$ cat src/rtl/cpu_rf_pkg.sv
package cpu_rf_pkg;

    localparam int RF_DATA_W  = 16;
    localparam int RF_ENTRIES = 16;
    localparam int RF_IDX_W   = $clog2(RF_ENTRIES);

    typedef logic [RF_DATA_W-1:0] rf_word_t;
    typedef logic [RF_IDX_W-1:0]  rf_idx_t;

    typedef enum logic [1:0] {
        SLOT_STORED = 2'd0,
        SLOT_ZERO   = 2'd1,
        SLOT_ONES   = 2'd2
    } slot_kind_e;

    localparam rf_idx_t IDX_AT      = 4'd0;
    localparam rf_idx_t IDX_ZERO    = 4'd1;
    localparam rf_idx_t IDX_ONES    = 4'd2;
    localparam rf_idx_t IDX_PRES_LO = 4'd3;
    localparam rf_idx_t IDX_PRES_HI = 4'd9;
    localparam rf_idx_t IDX_SCR_LO  = 4'd10;
    localparam rf_idx_t IDX_SCR_HI  = 4'd13;
    localparam rf_idx_t IDX_SP      = 4'd14;
    localparam rf_idx_t IDX_IP      = 4'd15;

    // Kind of storage behind each index
    function automatic slot_kind_e slot_kind(int unsigned i);
        if (i == int'(IDX_ZERO)) return SLOT_ZERO;
        if (i == int'(IDX_ONES)) return SLOT_ONES;
        if (i == int'(IDX_AT)) return SLOT_STORED;
        if (i >= int'(IDX_PRES_LO) && i <= int'(IDX_PRES_HI)) return SLOT_STORED;
        if (i >= int'(IDX_SCR_LO) && i <= int'(IDX_SCR_HI)) return SLOT_STORED;
        return SLOT_STORED; // stack and instruction pointers
    endfunction

    function automatic rf_word_t const_value(slot_kind_e k);
        return (k == SLOT_ONES) ? {RF_DATA_W{1'b1}} : {RF_DATA_W{1'b0}};
    endfunction

endpackage

$ cat src/rtl/rf_wr_decode.sv
module rf_wr_decode
    import cpu_rf_pkg::*;
#(
    parameter int N  = RF_ENTRIES,
    parameter int IW = RF_IDX_W
) (
    input  logic          en,
    input  logic [IW-1:0] idx,
    output logic [N-1:0]  we_vec
);
    for (genvar i = 0; i < N; i++) begin : g_dec
        if (slot_kind(i) == SLOT_STORED) begin : g_wr
            assign we_vec[i] = en && (idx == IW'(i));
        end else begin : g_ro
            assign we_vec[i] = 1'b0;
        end
    end
endmodule

$ cat src/rtl/rf_cell.sv
module rf_cell #(
    parameter int W = cpu_rf_pkg::RF_DATA_W
) (
    input  logic         clk,
    input  logic         rst,
    input  logic         we,
    input  logic         inc,
    input  logic [W-1:0] d,
    output logic [W-1:0] q
);
    always_ff @(posedge clk) begin
        if (rst)      q <= '0;
        else if (we)  q <= d;
        else if (inc) q <= q + W'(1);
    end
endmodule

$ cat src/rtl/rf_read_mux.sv
module rf_read_mux #(
    parameter int W  = cpu_rf_pkg::RF_DATA_W,
    parameter int N  = cpu_rf_pkg::RF_ENTRIES,
    parameter int IW = cpu_rf_pkg::RF_IDX_W
) (
    input  logic [N-1:0][W-1:0] words,
    input  logic [IW-1:0]       idx,
    output logic [W-1:0]        data
);
    always_comb data = words[idx];
endmodule

$ cat src/rtl/cpu_regfile.sv
module cpu_regfile
    import cpu_rf_pkg::*;
(
    input  logic                 clk,
    input  logic                 rst,
    input  logic                 wr_en,
    input  logic [RF_IDX_W-1:0]  wr_idx,
    input  logic [RF_DATA_W-1:0] wr_data,
    input  logic                 ip_inc,
    input  logic [RF_IDX_W-1:0]  rd_a_idx,
    output logic [RF_DATA_W-1:0] rd_a_data,
    input  logic [RF_IDX_W-1:0]  rd_b_idx,
    output logic [RF_DATA_W-1:0] rd_b_data,
    output logic [RF_DATA_W-1:0] ip_out,
    output logic [RF_DATA_W-1:0] sp_out
);
    logic [RF_ENTRIES-1:0]                we_vec;
    logic [RF_ENTRIES-1:0][RF_DATA_W-1:0] words;

    rf_wr_decode #(.N(RF_ENTRIES), .IW(RF_IDX_W)) u_dec (
        .en(wr_en), .idx(wr_idx), .we_vec(we_vec)
    );

    for (genvar i = 0; i < RF_ENTRIES; i++) begin : g_slot
        localparam slot_kind_e KIND = slot_kind(i);
        if (KIND == SLOT_STORED) begin : g_store
            logic inc_i;
            if (i == int'(IDX_IP)) begin : g_ip
                assign inc_i = ip_inc;
            end else begin : g_plain
                assign inc_i = 1'b0;
            end
            rf_cell #(.W(RF_DATA_W)) u_cell (
                .clk(clk), .rst(rst), .we(we_vec[i]), .inc(inc_i),
                .d(wr_data), .q(words[i])
            );
        end else begin : g_const
            assign words[i] = const_value(KIND);
        end
    end

    rf_read_mux #(.W(RF_DATA_W), .N(RF_ENTRIES), .IW(RF_IDX_W)) u_rd_a (
        .words(words), .idx(rd_a_idx), .data(rd_a_data)
    );
    rf_read_mux #(.W(RF_DATA_W), .N(RF_ENTRIES), .IW(RF_IDX_W)) u_rd_b (
        .words(words), .idx(rd_b_idx), .data(rd_b_data)
    );

    assign ip_out = words[IDX_IP];
    assign sp_out = words[IDX_SP];
endmodule

$ cat config.mk
export PLATFORM = sky130hd
export DESIGN_NAME = cpu_regfile
export DESIGN_NICKNAME = d
export VERILOG_FILES = /design/src/rtl/cpu_rf_pkg.sv /design/src/rtl/rf_wr_decode.sv /design/src/rtl/rf_cell.sv /design/src/rtl/rf_read_mux.sv /design/src/rtl/cpu_regfile.sv
export SDC_FILE = /design/constraint.sdc
export NUM_CORES = 1
export LEC_CHECK = 0
export BUFFER_PORTS_ARGS = -buffer_cell sky130_fd_sc_hd__buf_4
export CAP_MARGIN = 10
export CORE_ASPECT_RATIO = 1.4
export CORE_MARGIN = 10
export CORE_UTILIZATION = 56
export DETAILED_ROUTE_END_ITERATION = 16
export GPL_TIMING_DRIVEN = 0
export PLACE_DENSITY = 0.82
export SYNTH_ARGS = -nofsm -noshare
export SYNTH_HDL_FRONTEND = slang
export SYNTH_SLANG_ARGS = --single-unit
$ cat constraint.sdc
create_clock -name clk -period 2.35 [get_ports clk]
set_clock_uncertainty 0.15 [all_clocks]
set_input_delay 0.1175 -clock clk [delete_from_list [all_inputs] [get_ports clk]]
set_output_delay 0.1175 -clock clk [all_outputs]
set_load 0.02 [all_outputs]
; ---- After elaboration in Yosys (flattened, before gate mapping)
; Cells that the tools add are included.
[word_totals]
wordCells = 52
input_bits = 32
regBits = 224
[classes]
reduce_logical = 16
n_lt_le_gt_ge = 2
addsub = 1
eq_ne = 13
n_mux = 6
[ops]
columns = op, n
row1 = binary-select mux 16 bit (select 4 bit), 2
row2 = two-way mux 16 bit, 4
row3 = equality test 4 bit (second input constant), 8
row4 = adder 16 x 1 -> 16 bit (second input constant), 1
row5 = equality test 4 x 3 -> 1 bit (second input constant), 4
row6 = logical AND 1 bit, 14
row7 = less-than comparator 4 x 5 -> 1 bit (second input constant), 2
row8 = equality test 4 x 2 -> 1 bit (second input constant), 1
row9 = zero test 4 bit, 1
row10 = nonzero test 2 bit, 1

; ---- Longest topological paths before layout
[depth]
depth_word = 3
mapped_depth = 6

; ---- Cells and area by module
; From an unflattened synthesis, not the netlist that was laid out.
[hier_totals]
cells_unflattened = 1868
hier_area_um2 = 17785.8
[modules_own_cells]
columns = mod, area_per_inst_um2, instances, cells_per_inst, seq_area_each_um2
row1 = rf_cell, 984.7, 14, 112, 320.3
row2 = rf_read_mux, 1933.1, 2, 137, 0.0
row3 = rf_wr_decode, 126.4, 1, 24, 0.0
row4 = cpu_regfile, 7.5, 1, 2, 0.0

; ---- Least setup slack after synthesis
; OpenSTA, ideal clock, no wires.
[synth_timing]
path_type = reg-to-reg
startpoint = register g_slot[15].g_store.u_cell.q[0]
endpoint = register g_slot[15].g_store.u_cell.q[12]
setup_slack_ps = 553
t_arrival_ps = 1568
n_path_buf = 0
setup_ps = 79
t_required_ps = 2121
path_stages_with_launch = 6
cell_sequence = dfxtp_1 -> ha_1 -> nand4_4 -> nor4_2 -> xnor2_1 -> a211oi_2
[synth_via]
elab_chain_len = 3
[synth_rtl]
columns = item, line_no
row1 = start: declaration, rf_cell.sv:9  ; output logic [W-1:0] q
row2 = start signal: assignment, rf_cell.sv:14  ; else if (inc) q <= q + W'(1);
row3 = adder 16 x 1 -> 16 bit, rf_cell.sv:14
row4 = two-way mux 16 bit, rf_cell.sv:14
row5 = two-way mux 16 bit, rf_cell.sv:13  ; else if (we) q <= d;
; No other way between the ends. The select of a mux whose other input is x is not followed.
; A chain may end at the register's enable or synchronous reset.

; ---- Worst setup path in the final report
[layout_timing]
startpoint = input rd_b_idx[3]
endpoint = output rd_b_data[4]
[layout_via]
elab_chain_len = 2
[layout_rtl]
columns = item, line_no
row1 = start: declaration, cpu_regfile.sv:12  ; input logic [RF_IDX_W-1:0] rd_b_idx,
row2 = binary-select mux 16 bit (select 4 bit), rf_read_mux.sv:10  ; always_comb data = words[idx];
row3 = two-way mux 16 bit (not written as such), rf_read_mux.sv:10
row4 = end: declaration, cpu_regfile.sv:13  ; output logic [RF_DATA_W-1:0] rd_b_data,
; No other way between the ends. The select of a mux whose other input is x is not followed.

==> summary.txt <==
Logic synthesis
  – Top cell type's share of synthesized area: 38.3%
  – Synth Flop Type: dfxtp_1
  – Yosys reg bits: 224
  – Synth Cell Area: 11700 um2
  – Syn. warnings: 0
  – Yosys cell types: 35
  – Asr flop ratio synth: 0%
  – Top-count cell post-synth: nand2_1
  – Synth area leader: dfxtp_1
  – Syn Nets: 1410
  – Synth cell count leaders: nand2_1 (466), dfxtp_1 (224), a21oi_1 (208)
  – Avg Inst Size Synth: 8.50 um2
  – Seq/Total Area, Yosys: 38.3%
  – Top post-synthesis cells by area: dfxtp_1 (38%), mux4_2 (18%), nand2_1 (15%)
  – Cells after Synth: 1377
  – Post-synth EDFFs: 0

STA
  – Period utilization: 98.8%
  – Unrepaired setup endpoints after global routing: no
  – Final hold vios: 0
  – Setup TNS: 0 ps
  – Final setup fails: 0
  – Worst-Margin Slew: 830 ps
  – Fmax: 431 MHz
  – Slew Limit Fails: 0
  – Slew headroom: 44.6%
  – Fin crit period: 2320 ps

CTS
  – Clk_lat worst skew: 520 ps
  – Root buf cell: clkbuf_16
  – Clock slew at reported path FFs: 60 ps
  – H-tree depth: 1
  – CTS tree: done
  – Post-CTS setup buffer count: 0
  – CTS buffer count: 21
  – Clock buffer depth: 3
  – Clock Sinks: 224

Layout
  – Antenna cell count: 0
  – Largest register FFs: 224
  – Layout Utilization: 65.9%
  – Multi-input combinational cell area: 6630 um2
  – Biggest regs: g_slot.g_store.u_cell.q: 224 flops
  – Register area: 4480 um2
  – Nets: 1539
  – Layout Cell Area excl Fill: 13500 um2
  – Biggest register: g_slot.g_store.u_cell.q
  – Area grow syn2layout: 15.7%
  – Layout cells sized above 1: 18.9%
  – Fill cell count: 1626
  – Fin cells: 1776

Floorplan
  – Core area: 20600 um2
  – Row count: 62
  – IO Count: 96
  – Die height: 191 um
  – DIE AREA: 27200 um2
  – Initial Utilization: 56.9%
  – Die Span X: 142 um

Place
  – Post-Place Cells: 1721
  – Routability Congestion: 0.951
  – DP Area: 12700 um2
  – HPWL after detailed placement: 30700 um
  – PortBufs: 88

Routing
  – Router iterations before antenna repair: 5
  – Via density per instance: 6.33
  – Via Count: 11200
  – Drt wl/cell: 22.3 um
  – WL final: 39600 um
  – Number of DRC markers in iteration 0: 1219
  – Final ANT Viol Nets: 0
  – Number of remaining DRC errors: 0

Power
  – Pwr dens: 615 nW/um2
  – P_int: 0.00607 W
  – Switching part of the total: 27.1%
  – Clock power frac: 40.3%
  – Max rail drop VDD: 511 uV
  – Combinational share of power: 12.8%
  – Sequential Power Share: 46.9%
  – Leak: 4.55 nW
  – Sw Pwr: 0.00226 W

Setup path
  – Critical R2R Launch: g_slot[15].g_store.u_cell.q[3]$_SDFFE_PP0P_
  – R2r worst-path depth: 4
  – Crit path DAT: 2050 ps
  – Critical Path Sink Type: output pin
  – CP Class: in2out
  – Capturing point of the worst reg2reg path: g_slot[15].g_store.u_cell.q[15]$_SDFFE_PP0P_
  – Critical Path End: rd_b_data[4]
  – Flop-to-flop setup slack: 380 ps
  – Worst path required time: 2080 ps
  – Maximum fanout along the worst path: 10
  – CP Launch Point: rd_b_idx[3]
  – Startpoint Class: input port

GRT
  – Vias in the first global route: 11600
  – Initial antenna violation count: 0
  – Gr usage total: 28.3%
  – Global-route wire length before repair: 61200 um
  – Total gr overflow: 0
  – Pin count of the biggest net entering global routing: 16

Outcome
  – Outcome: completed

Hold path
  – HP Class: in2reg

Run
  – Max cap viols: 0
-- power groups by stage --
stage          sequential (W)  combinational (W)  clock (W)
6_report              0.00391            0.00107    0.00335
5_1_grt               0.00391            0.00112    0.00348
4_1_cts               0.00391            0.00104    0.00333
3_5_place_dp          0.00399            0.00101          0
3_3_place_gp          0.00399           0.000997          0
2_1_floorplan         0.00399           0.000610          0
-- logic make-up after synthesis --
logic type,count (synthesis),share of synthesized area [%]
AO/OA/AOI/OAI,320,15.9
XOR/XNOR,15,1.12
adder cells (fa/ha/maj),1,0.107
buffers and inverters,124,5.07
flip-flops,224,38.3
multiplexers,97,18.6
AND/OR/NAND/NOR,596,20.9
-- critical path, stage by stage --
cell      delay, ps
clkbuf_1        510
nand2_1         440
clkbuf_1        370
o22ai_1         340
nor2_1          100
buf_4           170
-- repair_timing --
| item | 4_1_cts | 5_1_grt |
|---|---|---|
| hold endpoints to repair | 64 | 0 |
| resized for setup | 0 | 5 |
| hold buffers | 18 | 0 |
| setup endpoints to repair | 0 | 3 |
-- placed cells by master (no fill, tap or decap), types with 12 or more instances in the layout --
| cell | n |
|---|---|
| nand2_1 | 466 |
| dfxtp_1 | 224 |
| a21oi_1 | 208 |
| buf_4 | 100 |
| mux4_2 | 96 |
| nor2_1 | 85 |
| clkbuf_1 | 76 |
| a211oi_1 | 75 |
| o22ai_1 | 32 |
| buf_2 | 26 |
| clkbuf_16 | 21 |
| dlygate4sd3_1 | 18 |
| xnor2_1 | 12 |
-- per-layer routing --
metal | global-route usage [%] | vias to the layer above | part of all wire (%)
met5 | 0 | - | 0
met2 | 50.1 | 669 | 51
met4 | 20.5 | 0 | 6.8
li1 | - | 5076 | -
met1 | 29.9 | 5300 | 34
met3 | 3.85 | 195 | 7.7
-- cell type report --
type	count	share of cell area, %
Tap cell	256	2.37
Multi-Input combinational cell	1029	49.0
Sequential cell	224	33.1
Inverter	2	0.0555
Buffer	122	4.34
Clock buffer	31	4.60
Clock inverter	6	0.314
Timing Repair Buffer	106	6.21
-- metrics by stage --
stage	setup slack, ps	hold WS (ps)	power [W]
2_1_floorplan	553	103	0.00460
3_3_place_gp	141	252	0.00498
3_5_place_dp	101	261	0.00500
4_1_cts	82.9	22.2	0.00828
5_1_grt	1.97	50.7	0.00851
6_report	28.0	24.8	0.00833
-- worst min-delay path by stage --
stage | startpoint | cells past startpoint | endpoint | slack, ps
6_report | wr_idx[3] | 5 | g_slot[12].g_store.u_cell.q[1]$_SDFFE_PP0P_ | 20
5_1_grt | wr_idx[3] | 5 | g_slot[13].g_store.u_cell.q[3]$_SDFFE_PP0P_ | 50
4_1_cts | wr_idx[3] | 5 | g_slot[12].g_store.u_cell.q[1]$_SDFFE_PP0P_ | 20
3_5_place_dp | wr_data[13] | 3 | g_slot[13].g_store.u_cell.q[13]$_SDFFE_PP0P_ | 260
3_3_place_gp | wr_data[14] | 3 | g_slot[14].g_store.u_cell.q[14]$_SDFFE_PP0P_ | 250
2_1_floorplan | wr_data[0] | 2 | g_slot[13].g_store.u_cell.q[0]$_SDFFE_PP0P_ | 100
Power figures use the tool's default switching activity.
